<file path="src/rtl/ss_pkg.sv">
`timescale 1ns/1ps
package ss_pkg;
  typedef struct packed {
    logic valid;
    logic branch;
    logic dslot;
  } retire_t;
endpackage

</file>
<file path="src/rtl/ss_step_tracker.sv">
`timescale 1ns/1ps
module ss_step_tracker
  import ss_pkg::*;
(
  input  logic    clk_i,
  input  logic    rst_ni,
  input  retire_t ret_i,
  input  logic    en_i,
  input  logic    dbg_i,
  input  logic    deret_i,
  output logic    step_done_o,
  output logic    drop_o
);
  logic pend_q, drop_q;
  logic retire_ok, opens;

  assign retire_ok   = ret_i.valid & ~dbg_i;
  // dslot flag overrides branch: a slot instruction never opens a step
  assign opens       = retire_ok & ret_i.branch & ~ret_i.dslot;
  assign step_done_o = retire_ok & ~opens & ~deret_i;
  assign drop_o      = drop_q | (pend_q & ~en_i);

  always_ff @(posedge clk_i or negedge rst_ni) begin
    if (!rst_ni) begin
      pend_q <= 1'b0;
      drop_q <= 1'b0;
    end else if (deret_i) begin
      pend_q <= 1'b0;
      drop_q <= 1'b0;
    end else if (opens) begin
      pend_q <= 1'b1;
      drop_q <= ~en_i;
    end else if (step_done_o) begin
      pend_q <= 1'b0;
      drop_q <= 1'b0;
    end else if (pend_q && !en_i) begin
      drop_q <= 1'b1;
    end
  end

  AST_BRANCH_OPENS: assert property (@(posedge clk_i) disable iff (!rst_ni)
    (ret_i.valid && ret_i.branch && !ret_i.dslot && !dbg_i && !deret_i) |=> pend_q);

  AST_SLOT_CLOSES: assert property (@(posedge clk_i) disable iff (!rst_ni)
    (ret_i.valid && ret_i.dslot && !dbg_i) |=> !pend_q);

  AST_DROP_STICKS: assert property (@(posedge clk_i) disable iff (!rst_ni)
    (pend_q && !en_i && !ret_i.valid && !deret_i) |=> drop_q);
endmodule

</file>
<file path="src/rtl/ss_gate.sv">
`timescale 1ns/1ps
module ss_gate (
  input  logic clk_i,
  input  logic rst_ni,
  input  logic step_done_i,
  input  logic drop_i,
  input  logic en_i,
  input  logic deret_i,
  output logic fire_o
);
  logic first_q, halt_q;

  assign fire_o = step_done_i & en_i & ~drop_i & ~first_q & ~halt_q & ~deret_i;

  always_ff @(posedge clk_i or negedge rst_ni) begin
    if (!rst_ni) begin
      first_q <= 1'b0;
      halt_q  <= 1'b0;
    end else if (deret_i) begin
      first_q <= 1'b1;
      halt_q  <= 1'b0;
    end else begin
      if (step_done_i) first_q <= 1'b0;
      if (fire_o)      halt_q  <= 1'b1;
    end
  end

  AST_QUIET_AFTER_RETURN: assert property (@(posedge clk_i) disable iff (!rst_ni)
    deret_i |=> !fire_o);

  AST_ONE_PER_ENTRY: assert property (@(posedge clk_i) disable iff (!rst_ni)
    (fire_o && !deret_i) |=> !fire_o);
endmodule

</file>
<file path="src/rtl/ss_capture.sv">
`timescale 1ns/1ps
module ss_capture #(
  parameter int PC_W = 32
) (
  input  logic            clk_i,
  input  logic            rst_ni,
  input  logic            fire_i,
  input  logic [PC_W-1:0] npc_i,
  output logic            exc_o,
  output logic [PC_W-1:0] epc_o,
  output logic            dbd_o
);
  logic            exc_q;
  logic [PC_W-1:0] epc_q;

  always_ff @(posedge clk_i or negedge rst_ni) begin
    if (!rst_ni) begin
      exc_q <= 1'b0;
      epc_q <= '0;
    end else begin
      exc_q <= fire_i;
      if (fire_i) epc_q <= npc_i;
    end
  end

  assign exc_o = exc_q;
  assign epc_o = epc_q;
  assign dbd_o = 1'b0;

  AST_EPC_HOLDS: assert property (@(posedge clk_i) disable iff (!rst_ni)
    !exc_o |-> $stable(epc_o));
endmodule

</file>
<file path="src/rtl/single_step_gen.sv">
`timescale 1ns/1ps
module single_step_gen
  import ss_pkg::*;
#(
  parameter int PC_W = 32
) (
  input  logic            clk_i,
  input  logic            rst_ni,
  input  logic            retire_valid_i,
  input  logic            retire_branch_i,
  input  logic            retire_dslot_i,
  input  logic [PC_W-1:0] retire_next_pc_i,
  input  logic            step_en_i,
  input  logic            debug_mode_i,
  input  logic            deret_i,
  output logic            step_exc_o,
  output logic [PC_W-1:0] step_epc_o,
  output logic            step_dbd_o
);
  retire_t ret;
  logic    step_done, drop, fire;

  assign ret = '{valid: retire_valid_i, branch: retire_branch_i, dslot: retire_dslot_i};

  ss_step_tracker u_tracker (
    .clk_i      (clk_i),
    .rst_ni     (rst_ni),
    .ret_i      (ret),
    .en_i       (step_en_i),
    .dbg_i      (debug_mode_i),
    .deret_i    (deret_i),
    .step_done_o(step_done),
    .drop_o     (drop)
  );

  ss_gate u_gate (
    .clk_i      (clk_i),
    .rst_ni     (rst_ni),
    .step_done_i(step_done),
    .drop_i     (drop),
    .en_i       (step_en_i),
    .deret_i    (deret_i),
    .fire_o     (fire)
  );

  ss_capture #(.PC_W(PC_W)) u_capture (
    .clk_i (clk_i),
    .rst_ni(rst_ni),
    .fire_i(fire),
    .npc_i (retire_next_pc_i),
    .exc_o (step_exc_o),
    .epc_o (step_epc_o),
    .dbd_o (step_dbd_o)
  );

  AST_EN_GATES: assert property (@(posedge clk_i) disable iff (!rst_ni)
    !step_en_i |=> !step_exc_o);

  AST_DEBUG_GATES: assert property (@(posedge clk_i) disable iff (!rst_ni)
    debug_mode_i |=> !step_exc_o);

  AST_PULSE: assert property (@(posedge clk_i) disable iff (!rst_ni)
    step_exc_o |=> !step_exc_o);

  AST_BRANCH_NO_REQ: assert property (@(posedge clk_i) disable iff (!rst_ni)
    (retire_valid_i && retire_branch_i && !retire_dslot_i) |=> !step_exc_o);
endmodule

</file>
<file path="config.mk">
export PLATFORM = sky130hd
export DESIGN_NAME = single_step_gen
export DESIGN_NICKNAME = d
export VERILOG_FILES = /design/src/rtl/ss_pkg.sv /design/src/rtl/ss_step_tracker.sv /design/src/rtl/ss_gate.sv /design/src/rtl/ss_capture.sv /design/src/rtl/single_step_gen.sv
export SDC_FILE = /design/constraint.sdc
export NUM_CORES = 1
export LEC_CHECK = 0
export BUFFER_PORTS_ARGS = -buffer_cell sky130_fd_sc_hd__buf_2
export CORE_MARGIN = 2
export CORE_UTILIZATION = 49
export CTS_CLUSTER_SIZE = 10
export DETAILED_ROUTE_END_ITERATION = 6
export PLACE_DENSITY_LB_ADDON = 0.12
export SYNTH_ARGS = -nofsm -noshare
export SYNTH_HDL_FRONTEND = slang
export SYNTH_HIERARCHICAL = 1
export SYNTH_SLANG_ARGS = --single-unit
</file>
<file path="constraint.sdc">
create_clock -name clk_i -period 4.46 [get_ports clk_i]
set_input_delay 0.446 -clock clk_i [delete_from_list [all_inputs] [get_ports clk_i]]
set_output_delay 0.446 -clock clk_i [all_outputs]
set_load 0.05 [all_outputs]
</file>
Word-level counts from Yosys, hierarchy flattened
Index checks and enable logic that the tools add are counted.

Output and inout port bits: 34. Word-level logic and storage cells: 42. Bits in registers: 37.

Reduce and logical (&&, ||, !) cells: 6. Bitwise operators: 20. Muxes and demuxes: 10.

Operator list (number): 1-bit AND (11); 1-bit two-way mux (10); 1-bit NOT (8); 2-bit nonzero test (2); 4-bit nonzero test (1); 3-bit nonzero test (1); 1-bit logical AND (1); 1-bit zero test (1); 1-bit bitwise OR (1).

Logic depth before layout (Yosys ltp)
Gate-level depths: netlist (run 1).

Depth in word-level cells: 14. Gate-level depth with buffers: 7. Gate-level depth less buffers: 5.

Hierarchy
The synthesis (run 1) kept the hierarchy.

Modules (own cells, without submodules): ss_capture (cells an instance 71, area an instance 1381.3 um^2, instances 1); ss_step_tracker (cells an instance 12, area an instance 115.1 um^2, instances 1); ss_gate (cells an instance 8, area an instance 87.6 um^2, instances 1).

Worst setup path before layout (run 1)
OpenSTA, ideal clock, no wires.

Kind: input port to flip-flop. Start point: input debug_mode_i. End point: register u_capture.epc_q[0], in the netlist u_capture/epc_o[0]. Path slack: 2.477 ns. Cell stages on the path: 7. Buffers on the path: 2. Library setup time: 0.125 ns. Data required time: 4.335 ns. Arrival time: 1.858 ns. Cell sequence: and2b_2 nor3b_1 nand4bb_1 nor3_1 buf_6 buf_12 mux2_4.

Cells in the longest elaborated chain, start to end: 12.

Ends and longest elaborated chain: start: declaration (RTL line single_step_gen.sv:14) `input logic debug_mode_i,`; 1-bit NOT * (RTL line ss_step_tracker.sv:17) `assign retire_ok = ret_i.valid & ~dbg_i;`; 1-bit AND * (RTL line ss_step_tracker.sv:17); 1-bit AND (2 in a row) (RTL line ss_step_tracker.sv:19) `assign opens = retire_ok & ret_i.branch & ~ret_i.dslot;`; 1-bit NOT (RTL line ss_step_tracker.sv:20) `assign step_done_o = retire_ok & ~opens & ~deret_i;`; 1-bit AND * (2 in a row) (RTL line ss_step_tracker.sv:20); named net step_done (RTL line single_step_gen.sv:21) `logic step_done, drop, fire;`; 1-bit AND * (5 in a row) (RTL line ss_gate.sv:13) `assign fire_o = step_done_i & en_i & ~drop_i & ~first_q & ~halt_q & ~deret_i;`; named net fire (RTL line single_step_gen.sv:21); end signal: assignment (RTL line ss_capture.sv:22) `if (fire_i) epc_q <= npc_i;`; end: declaration (RTL line ss_capture.sv:14) `logic [PC_W-1:0] epc_q;`.

The timed path passes the listed nets; every way through them passes the cells marked *. A chain may end at the register's enable or synchronous reset.

Worst setup path after layout (run 1)
Start point: input debug_mode_i. End point: register u_capture.epc_q[31], in the netlist u_capture/epc_o[31].

The elaborated chain is that of the path after synthesis.

==> impl_metrics.env, run 1 <==
export IMPL_yosys_warnings=6
export IMPL_power_frac_clock_pct=25.4
export IMPL_seq_power_share_pct=52.8
export IMPL_htreeDepth=2
export IMPL_worst_pin_slew_ns=0.7710
export IMPL_insertion_delay_ns=0.33
export IMPL_vias=975
export IMPL_final_nets=207
export IMPL_dp_hpwl_mm=2.053
export IMPL_fin_setup_tns_ns=0
export IMPL_ant_nets=0
export IMPL_syn_nets=131
export IMPL_reg2reg_depth=5
export IMPL_yosys_area_share_simple_pct=3.160
export IMPL_finClkSkew_ns=0.003481
export IMPL_cts_tree="done"
export IMPL_grt_pass1_wl_mm=4.153
export IMPL_grt_use_total_pct=15.98
export IMPL_ir_drop_v=0.0001948
export IMPL_routed_wirelength_mm=2.794
export IMPL_die_h_um=60.86
export IMPL_rr_endpoint="u_capture/epc_o[31]$_DFFE_PN0P_"
export IMPL_worst_ep_arrival_time_ns=2.08
export IMPL_die_area_mm2=0.003703
export IMPL_routabilityCongestion=0.6288
export IMPL_synthTopCellsByArea="dfrtp_1 58%, mux2_4 28%, buf_12 3.8%"
export IMPL_synthAdderAreaFrac_pct=0
export IMPL_cap_violations=0
export IMPL_p_leak_nw=1.130
export IMPL_grt_antenna_before_repair=0
export IMPL_grt_pass1_vias=940
export IMPL_grt_overflow_total=0
export IMPL_final_layout_size_suffix_gt1_share_pct=68.86
export IMPL_synthCells=91
export IMPL_pre_cts_ws_ns=2.233
export IMPL_via_per_inst=4.621
export IMPL_finalHoldViolCount=0
export IMPL_fillers=245
export IMPL_hp_class="primary input to async pin"
export IMPL_io_buffers=72
export IMPL_synthMuxAreaShare_pct=30.49
export IMPL_power_density_mw_per_mm2=347.4
export IMPL_setup_viol=0
export IMPL_ys_seq_elements=37
export IMPL_synth_top_family_by_area="multiplexers"
export IMPL_synth_xor_area_share_pct=0
export IMPL_grt_max_degree=38
export IMPL_crit_fanout=19
export IMPL_core_mm2=0.003053
export IMPL_rrSetupSlack_ns=2.69
export IMPL_post_cts_setup_buffer_count=0
export IMPL_rsz0062_at_grt="false"
export IMPL_cts_sinks=37
export IMPL_synth_top_cell_area_share_pct=58.45
export IMPL_synth_compound_area_share_pct=1.975
export IMPL_status="completed"
export IMPL_timing_final_crit_share_pct=41.39
export IMPL_firstDrtPassIters=4
export IMPL_drtIter0Drc=25
export IMPL_p_switching_w=0.0002113
export IMPL_regToRegStartpoint="u_tracker/pend_q$_DFFE_PN0P_"
export IMPL_layout_setup_ws_ns=2.614
export IMPL_remaining_drc_errors=0
export IMPL_pin_count=74
export IMPL_cts_path_max_buffers=2
export IMPL_cp_required_ns=4.69
export IMPL_cts_root_buffer="clkbuf_4"
export IMPL_setup_worst_path_end_class="register"
export IMPL_cts_made_buffers=5
export IMPL_area_growth_pct=25.99
export IMPL_avgRoutedWirePerCell_um=13.24
export IMPL_switching_share_pct=30.47
export IMPL_cts_resized_gates=0
export IMPL_synth_distinct_cells=19
export IMPL_die_x_um=60.86
export IMPL_final_max_slew_viol_count=0
export IMPL_synth_top_cell_by_area="dfrtp_1"
export IMPL_start_kind="primary input"
export IMPL_worst_setup_path_type="primary input to register"
export IMPL_start_util_pct=51.89
export IMPL_min_period_ns=1.846
export IMPL_cts_hold_buf=0
export IMPL_p_int_w=0.0004821
export IMPL_yosysSeqAreaShare_pct=58.45
export IMPL_rows=20
export IMPL_synth_avg_cell_area_um2=17.41
export IMPL_insertedDiodeCount=0
export IMPL_p_comb_share_pct=21.8
export IMPL_syn_area_mm2=0.001584
export IMPL_cts_clk_slew_worst_paths_ns=0.10
export IMPL_slew_headroom_pct=48.60
export IMPL_fmax_mhz=541.7
-- synthesized netlist by cell type --
cell type  count
buf_4          1
nand4bb_1      1
mux2_2         2
nor2_1         3
inv_1          3
a21o_1         1
a21oi_1        1
dfrtp_1       37
a32o_1         1
mux2i_1        1
nor3b_1        1
nor2b_1        1
mux2_4        30
conb_1         1
nor3_1         1
and2b_2        1
a21o_2         1
buf_12         3
buf_6          1
-- area by class of cell --
cell class	count	area, µm²	share of cell area (%)
multi-input cells	46	573.1	28.71
repair buffers	74	375.4	18.81
clock buffers	7	55.05	2.759
inverters	3	11.26	0.5643
flip-flops and latches	37	925.9	46.40
well taps	44	55.05	2.759
-- power groups by stage --
stage               clock, W  combinational, W  sequential (W)
floorplan                  0         0.0000349        0.000442
global placement           0          0.000151        0.000372
detailed placement         0          0.000152        0.000373
CTS                 0.000182          0.000153        0.000366
global route        0.000205          0.000159        0.000369
finish              0.000176          0.000151        0.000366
-- state kept, by name (all words and copies together) (netlist names) --
name	count
u_tracker/drop_q	1
u_capture/epc_o	32
u_gate/first_q	1
u_gate/halt_q	1
u_tracker/pend_q	1
u_capture/exc_o	1
-- critical path: stages --
cell	delay (ns)
buf_2	0.09
and2b_2	0.23
nor3b_1	0.24
nand4bb_1	0.17
nor3_2	0.16
buf_4	0.35
mux2_2	0.37
-- through the flow --
| step | hold slack, ns | instances | power [W] | util (%) | cell area (µm²) |
|---|---|---|---|---|---|
| detailed placement | 0.4716 | 204 | 0.0005252 | 63.57 | 1941 |
| global route | 0.2210 | 211 | 0.0007325 | 65.37 | 1996 |
| finish | 0.1795 | 211 | 0.0006933 | 65.37 | 1996 |
| global placement | 0.4636 | 204 | 0.0005227 | 63.57 | 1941 |
| floorplan | 0.1504 | 91 | 0.0004766 | - | 1584 |
| CTS | 0.1994 | 211 | 0.0007008 | 65.37 | 1996 |
-- placed cells by master (no fill, tap or decap) --
master,Yosys,layout
a21o_1,1,1
a21o_2,1,1
a21oi_1,1,1
a32o_1,1,1
and2b_2,1,1
buf_2,0,72
buf_4,1,2
clkbuf_1,0,1
clkbuf_4,0,5
clkbuf_8,0,1
conb_1,1,1
dfrtp_1,37,37
inv_1,3,3
mux2_2,2,2
mux2_4,30,30
mux2i_1,1,1
nand4bb_1,1,1
nor2_1,3,3
nor2b_1,1,1
nor3_2,0,1
nor3b_1,1,1
-- per-layer routing --
layer  vias up  global-route usage, %  routed length, µm
li1        460                      -                  -
met3         4                  8.529                281
met5         -                      0                  0
met2        45                  26.57               1364
met1       466                  17.42               1119
met4         0                  5.590                 29
-- how the worst max path moves through the flow --
stage,start,endpoint,slack [ns]
floorplan,debug_mode_i,u_capture/epc_o[0]$_DFFE_PN0P_,2.48
global placement,debug_mode_i,u_capture/epc_o[29]$_DFFE_PN0P_,2.27
detailed placement,debug_mode_i,u_capture/epc_o[31]$_DFFE_PN0P_,2.23
CTS,debug_mode_i,u_capture/epc_o[31]$_DFFE_PN0P_,2.60
global route,debug_mode_i,u_capture/epc_o[31]$_DFFE_PN0P_,2.53
finish,debug_mode_i,u_capture/epc_o[31]$_DFFE_PN0P_,2.61
-- logic make-up after synthesis --
logic type	count (synthesis)
buf+inv	8
flops	37
other cells	1
mux	33
compound gates	4
simple gates	8
No activity file was read; power rests on OpenSTA's default activity.
==> inputs of run 2 (changes only) <==
CORE_UTILIZATION = 46   (was 49)
clock period = 1.9 ns   (was 4.46 ns; I/O delays follow)
==> impl_metrics.env, run 2 (synthesis gave the netlist of run 1 again) <==
export IMPL_final_max_slew_viol_count=0
export IMPL_p_leak_nw=1.152
export IMPL_grt_antenna_before_repair=0
export IMPL_ant_nets=0
export IMPL_crit_slowest_cell="dfrtp_1"
export IMPL_insertion_delay_ns=0.32
export IMPL_grt_pass1_wl_mm=4.567
export IMPL_start_util_pct=47.85
export IMPL_finClkSkew_ns=0.005101
export IMPL_min_delay_path_depth=2
export IMPL_final_nets=209
export IMPL_hp_class="primary input to register"
export IMPL_crit_fanout=11
export IMPL_regArea_um2=925.9
export IMPL_largest_reg_flops=32
export IMPL_die_area_mm2=0.003929
export IMPL_setup_viol=0
export IMPL_cts_tree="done"
export IMPL_grt_pass1_vias=1004
export IMPL_cts_root_buffer="clkbuf_4"
export IMPL_cts_clk_slew_worst_paths_ns=0.10
export IMPL_finalHoldViolCount=0
export IMPL_critPathBufInv=1
export IMPL_ir_drop_v=0.0005294
export IMPL_cp_required_ns=2.12
export IMPL_grt_max_degree=38
export IMPL_firstDrtPassIters=4
export IMPL_pin_count=74
export IMPL_cp_depth=5
export IMPL_remaining_drc_errors=0
export IMPL_area_growth_pct=28.99
export IMPL_pre_cts_ws_ns=-0.01368
export IMPL_fin_cells=216
export IMPL_grt_overflow_total=0
export IMPL_fmax_mhz=568.4
export IMPL_grt_use_total_pct=15.05
export IMPL_timing_final_crit_share_pct=92.59
export IMPL_io_buffers=72
export IMPL_worst_pin_slew_ns=0.7795
export IMPL_worst_setup_path_type="register to register"
export IMPL_cts_made_buffers=5
export IMPL_cts_hold_buf=1
export IMPL_fillers=270
export IMPL_whs_ns=0.07972
export IMPL_avgRoutedWirePerCell_um=12.81
export IMPL_min_period_ns=1.759
export IMPL_insertedDiodeCount=0
export IMPL_power_density_mw_per_mm2=815.7
export IMPL_cpPeakStageDelay_ns=0.39
export IMPL_cts_path_max_buffers=2
export IMPL_regToRegStartpoint="u_tracker/pend_q$_DFFE_PN0P_"
export IMPL_final_layout_size_suffix_gt1_share_pct=69.41
export IMPL_cts_resized_gates=0
export IMPL_total_power_w=0.001667
export IMPL_cts_sinks=37
export IMPL_post_cts_setup_buffer_count=0
export IMPL_rsz0062_at_grt="false"
export IMPL_htreeDepth=2
export IMPL_die_x_um=62.68
export IMPL_via_per_inst=4.630
export IMPL_die_h_um=62.68
export IMPL_crit_chain="a21o_1 -> nand4bb_1 -> nor3_2 -> buf_4 -> mux2_4"
export IMPL_core_mm2=0.003311
export IMPL_layout_setup_ws_ns=0.1408
export IMPL_status="completed"
export IMPL_routed_wirelength_mm=2.766
export IMPL_worst_ep_arrival_time_ns=1.98
export IMPL_start_kind="register"
export IMPL_dp_hpwl_mm=2.018
export IMPL_final_cell_mix="72 x buf_2, 37 x dfrtp_1, 30 x mux2_4, 5 x clkbuf_4"
export IMPL_placed_cells=207
export IMPL_final_common_cell="buf_2"
export IMPL_cap_violations=0
export IMPL_hold_start="retire_next_pc_i[18]"
export IMPL_drtIter0Drc=24
export IMPL_vias=1000
export IMPL_cpLargestDelayFamily="simple AND/OR/NAND/NOR gates"
export IMPL_rows=21
export IMPL_slew_headroom_pct=48.03
export IMPL_reg2reg_depth=5
export IMPL_multi_input_area_um2=573.1
export IMPL_setup_worst_path_end_class="register"
export IMPL_critPathLaunch="u_tracker/pend_q$_DFFE_PN0P_"
export IMPL_routabilityCongestion=0.7200
==> run 2: cell count changes in the layout (fill, tap and decap cells not counted), sizes merged <==
cell | before | now
dlygate4sd3 | 0 | 1
clkinv | 0 | 1
buf | 74 | 75
==> run 2: final cells by class <==
class	instances	share of cell area [%]
sequential	37	45.32
multi-input combinational	46	28.05
timing repair buffer	76	19.84
clock buffer	7	3.184
tap	46	2.817
inverter	3	0.5511
clock inverter	1	0.2449
==> run 2: metrics by stage <==
| stage | utilization (%) | cell area, µm² | setup TNS (ns) |
|---|---|---|---|
| 2_1_floorplan | - | 1584 | 0 |
| 3_3_place_gp | 59.30 | 1963 | 0 |
| 3_5_place_dp | 59.30 | 1963 | -0.05978 |
| 4_1_cts | 61.72 | 2043 | 0 |
| 5_1_grt | 61.72 | 2043 | 0 |
| 6_report | 61.72 | 2043 | 0 |
==> run 2: power breakdown <==
part           total [W]  leakage, nW  switching, W  internal [W]
clock           0.000450       0.0413      0.000235      0.000214
sequential      0.000860        0.504     0.0000252      0.000835
combinational   0.000357        0.606      0.000232      0.000125
==> run 2: per-layer routing <==
layer	global-route usage (%)	wire, µm	up-vias
li1	-	-	471
met1	18.61	1214	483
met2	24.06	1335	40
met3	4.505	171	6
met4	7.500	44	0
met5	0	0	-
==> run 2: path summary, 6_finish.rpt <==
| path | end | slack (ns) |
|---|---|---|
| max | u_capture/epc_o[17]$_DFFE_PN0P_ | 0.14 |
| min | u_capture/epc_o[18]$_DFFE_PN0P_ | 0.08 |
| max reg2reg | u_capture/epc_o[17]$_DFFE_PN0P_ | 0.14 |
| min reg2reg | u_gate/first_q$_DFFE_PN0P_ | 0.50 |
| max in group asynchronous | u_capture/epc_o[23]$_DFFE_PN0P_ | 0.94 |
| min in group asynchronous | u_capture/epc_o[2]$_DFFE_PN0P_ | 0.46 |
==> inputs of run 3 (changes only) <==
HOLD_SLACK_MARGIN = 0.08   (was default)
==> impl_metrics.env, run 3 (synthesis gave the netlist of run 1 again) <==
export IMPL_insertion_delay_ns=0.33
export IMPL_cts_sinks=37
export IMPL_cts_tree="done"
export IMPL_cap_violations=0
export IMPL_start_kind="register"
export IMPL_cts_clk_slew_worst_paths_ns=0.10
export IMPL_die_x_um=62.68
export IMPL_routabilityCongestion=0.7200
export IMPL_grt_max_degree=38
export IMPL_remaining_drc_errors=0
export IMPL_ant_nets=0
export IMPL_grt_use_total_pct=16.50
export IMPL_die_h_um=62.68
export IMPL_fin_cells=241
export IMPL_p_int_w=0.001207
export IMPL_status="completed"
export IMPL_worst_pin_slew_ns=0.7854
export IMPL_grt_pass1_vias=1099
export IMPL_io_buffers=72
export IMPL_p_leak_nw=1.256
export IMPL_seq_power_share_pct=50.4
export IMPL_final_cell_mix="72 x buf_2, 37 x dfrtp_1, 30 x mux2_4, 26 x dlygate4sd3_1, 5 x clkbuf_4"
export IMPL_firstDrtPassIters=3
export IMPL_final_common_cell="buf_2"
export IMPL_cts_path_max_buffers=2
export IMPL_power_frac_clock_pct=26.3
export IMPL_pin_count=74
export IMPL_finish_utilization_pct=69.27
export IMPL_fmax_mhz=567.0
export IMPL_slew_headroom_pct=47.64
export IMPL_placed_cells=207
export IMPL_cts_made_buffers=5
export IMPL_via_per_inst=4.469
export IMPL_total_power_w=0.001708
export IMPL_grt_overflow_total=0
export IMPL_die_area_mm2=0.003929
export IMPL_worst_setup_path_type="register to register"
export IMPL_setup_viol=0
export IMPL_insertedDiodeCount=0
export IMPL_area_growth_pct=44.79
export IMPL_routed_wirelength_mm=3.071
export IMPL_p_comb_share_pct=23.3
export IMPL_start_util_pct=47.85
export IMPL_largest_reg_flops=32
export IMPL_final_nets=234
export IMPL_pre_cts_ws_ns=-0.01368
export IMPL_grt_antenna_before_repair=0
export IMPL_cp_required_ns=2.12
export IMPL_switching_share_pct=29.30
export IMPL_layout_setup_ws_ns=0.1364
export IMPL_drtIter0Drc=25
export IMPL_core_mm2=0.003311
export IMPL_crit_fanout=11
export IMPL_fin_setup_tns_ns=0
export IMPL_rows=21
export IMPL_hp_class="primary input to register"
export IMPL_setup_worst_path_end_class="register"
export IMPL_dp_hpwl_mm=2.018
export IMPL_cts_root_buffer="clkbuf_4"
export IMPL_ir_drop_v=0.0005571
export IMPL_finClkSkew_ns=0.005338
export IMPL_final_layout_size_suffix_gt1_share_pct=60.51
export IMPL_finalHoldViolCount=0
export IMPL_timing_final_crit_share_pct=92.82
export IMPL_min_period_ns=1.764
export IMPL_worst_ep_arrival_time_ns=1.98
export IMPL_avgRoutedWirePerCell_um=12.74
export IMPL_vias=1077
export IMPL_cts_resized_gates=0
export IMPL_htreeDepth=2
export IMPL_power_density_mw_per_mm2=744.6
export IMPL_grt_pass1_wl_mm=4.995
export IMPL_final_max_slew_viol_count=0
export IMPL_rsz0062_at_grt="false"
export IMPL_p_switching_w=0.0005003
run 3: cell count changes in the layout (fill, tap and decap cells not counted), sizes merged:
cell and delta:
dlygate4sd3 +25
run 3: critical path: stages, from the launching register on:
cell,delay [ns]
dfrtp_1,0.39
a21o_1,0.17
nand4bb_1,0.21
nor3_2,0.27
buf_4,0.29
mux2_4,0.32
run 3: path summary, 6_finish.rpt:
check / from / end / slack [ns] / cells past startpoint
min in group asynchronous: rst_ni / u_capture/epc_o[2]$_DFFE_PN0P_ / 0.46 / 2
hold / removal: retire_next_pc_i[27] / u_capture/epc_o[27]$_DFFE_PN0P_ / 0.1 / 2
setup / recovery: u_tracker/pend_q$_DFFE_PN0P_ / u_capture/epc_o[17]$_DFFE_PN0P_ / 0.14 / 5
setup reg to reg: u_tracker/pend_q$_DFFE_PN0P_ / u_capture/epc_o[17]$_DFFE_PN0P_ / 0.14 / 5
hold reg to reg: u_gate/first_q$_DFFE_PN0P_ / u_gate/first_q$_DFFE_PN0P_ / 0.50 / 1
max in group asynchronous: rst_ni / u_capture/epc_o[28]$_DFFE_PN0P_ / 0.93 / 2
run 3: stage by stage:
step,area (µm²),hold slack (ns)
finish,2293,0.09660
global route,2293,0.08169
CTS,2213,0.08108
detailed placement,1963,0.3187
global placement,1963,0.3097
floorplan,1584,-0.1056
run 3: cell type report:
type	instances	area, µm²
Inverter	3	11.26
Tap cell	46	57.56
Clock buffer	7	65.06
Sequential cell	37	925.9
Multi-Input combinational cell	46	573.1
Clock inverter	1	5.005
Fill cell	244	1017
Timing Repair Buffer	101	655.6
run 3: power by group through the flow:
stage / logic (W) / clock network, W / registers [W]
2_1_floorplan: 0.0000820 / 0 / 0.00104
3_3_place_gp: 0.000355 / 0 / 0.000872
3_5_place_dp: 0.000359 / 0 / 0.000874
4_1_cts: 0.000388 / 0.000467 / 0.000860
5_1_grt: 0.000418 / 0.000504 / 0.000867
6_report: 0.000398 / 0.000450 / 0.000860
run 3: layer usage:
metal / up-vias / global-route usage [%] / wire (µm)
met2: 40 / 27.69 / 1537
li1: 518 / - / -
met3: 6 / 4.685 / 157
met4: 0 / 7.500 / 45
met5: - / 0 / 0
met1: 513 / 19.69 / 1331
run 3: repair_timing:
item / CTS / global route
hold endpoints to repair: 54 / 8
buffers inserted: 0 / 0
hold buffers: 18 / 8
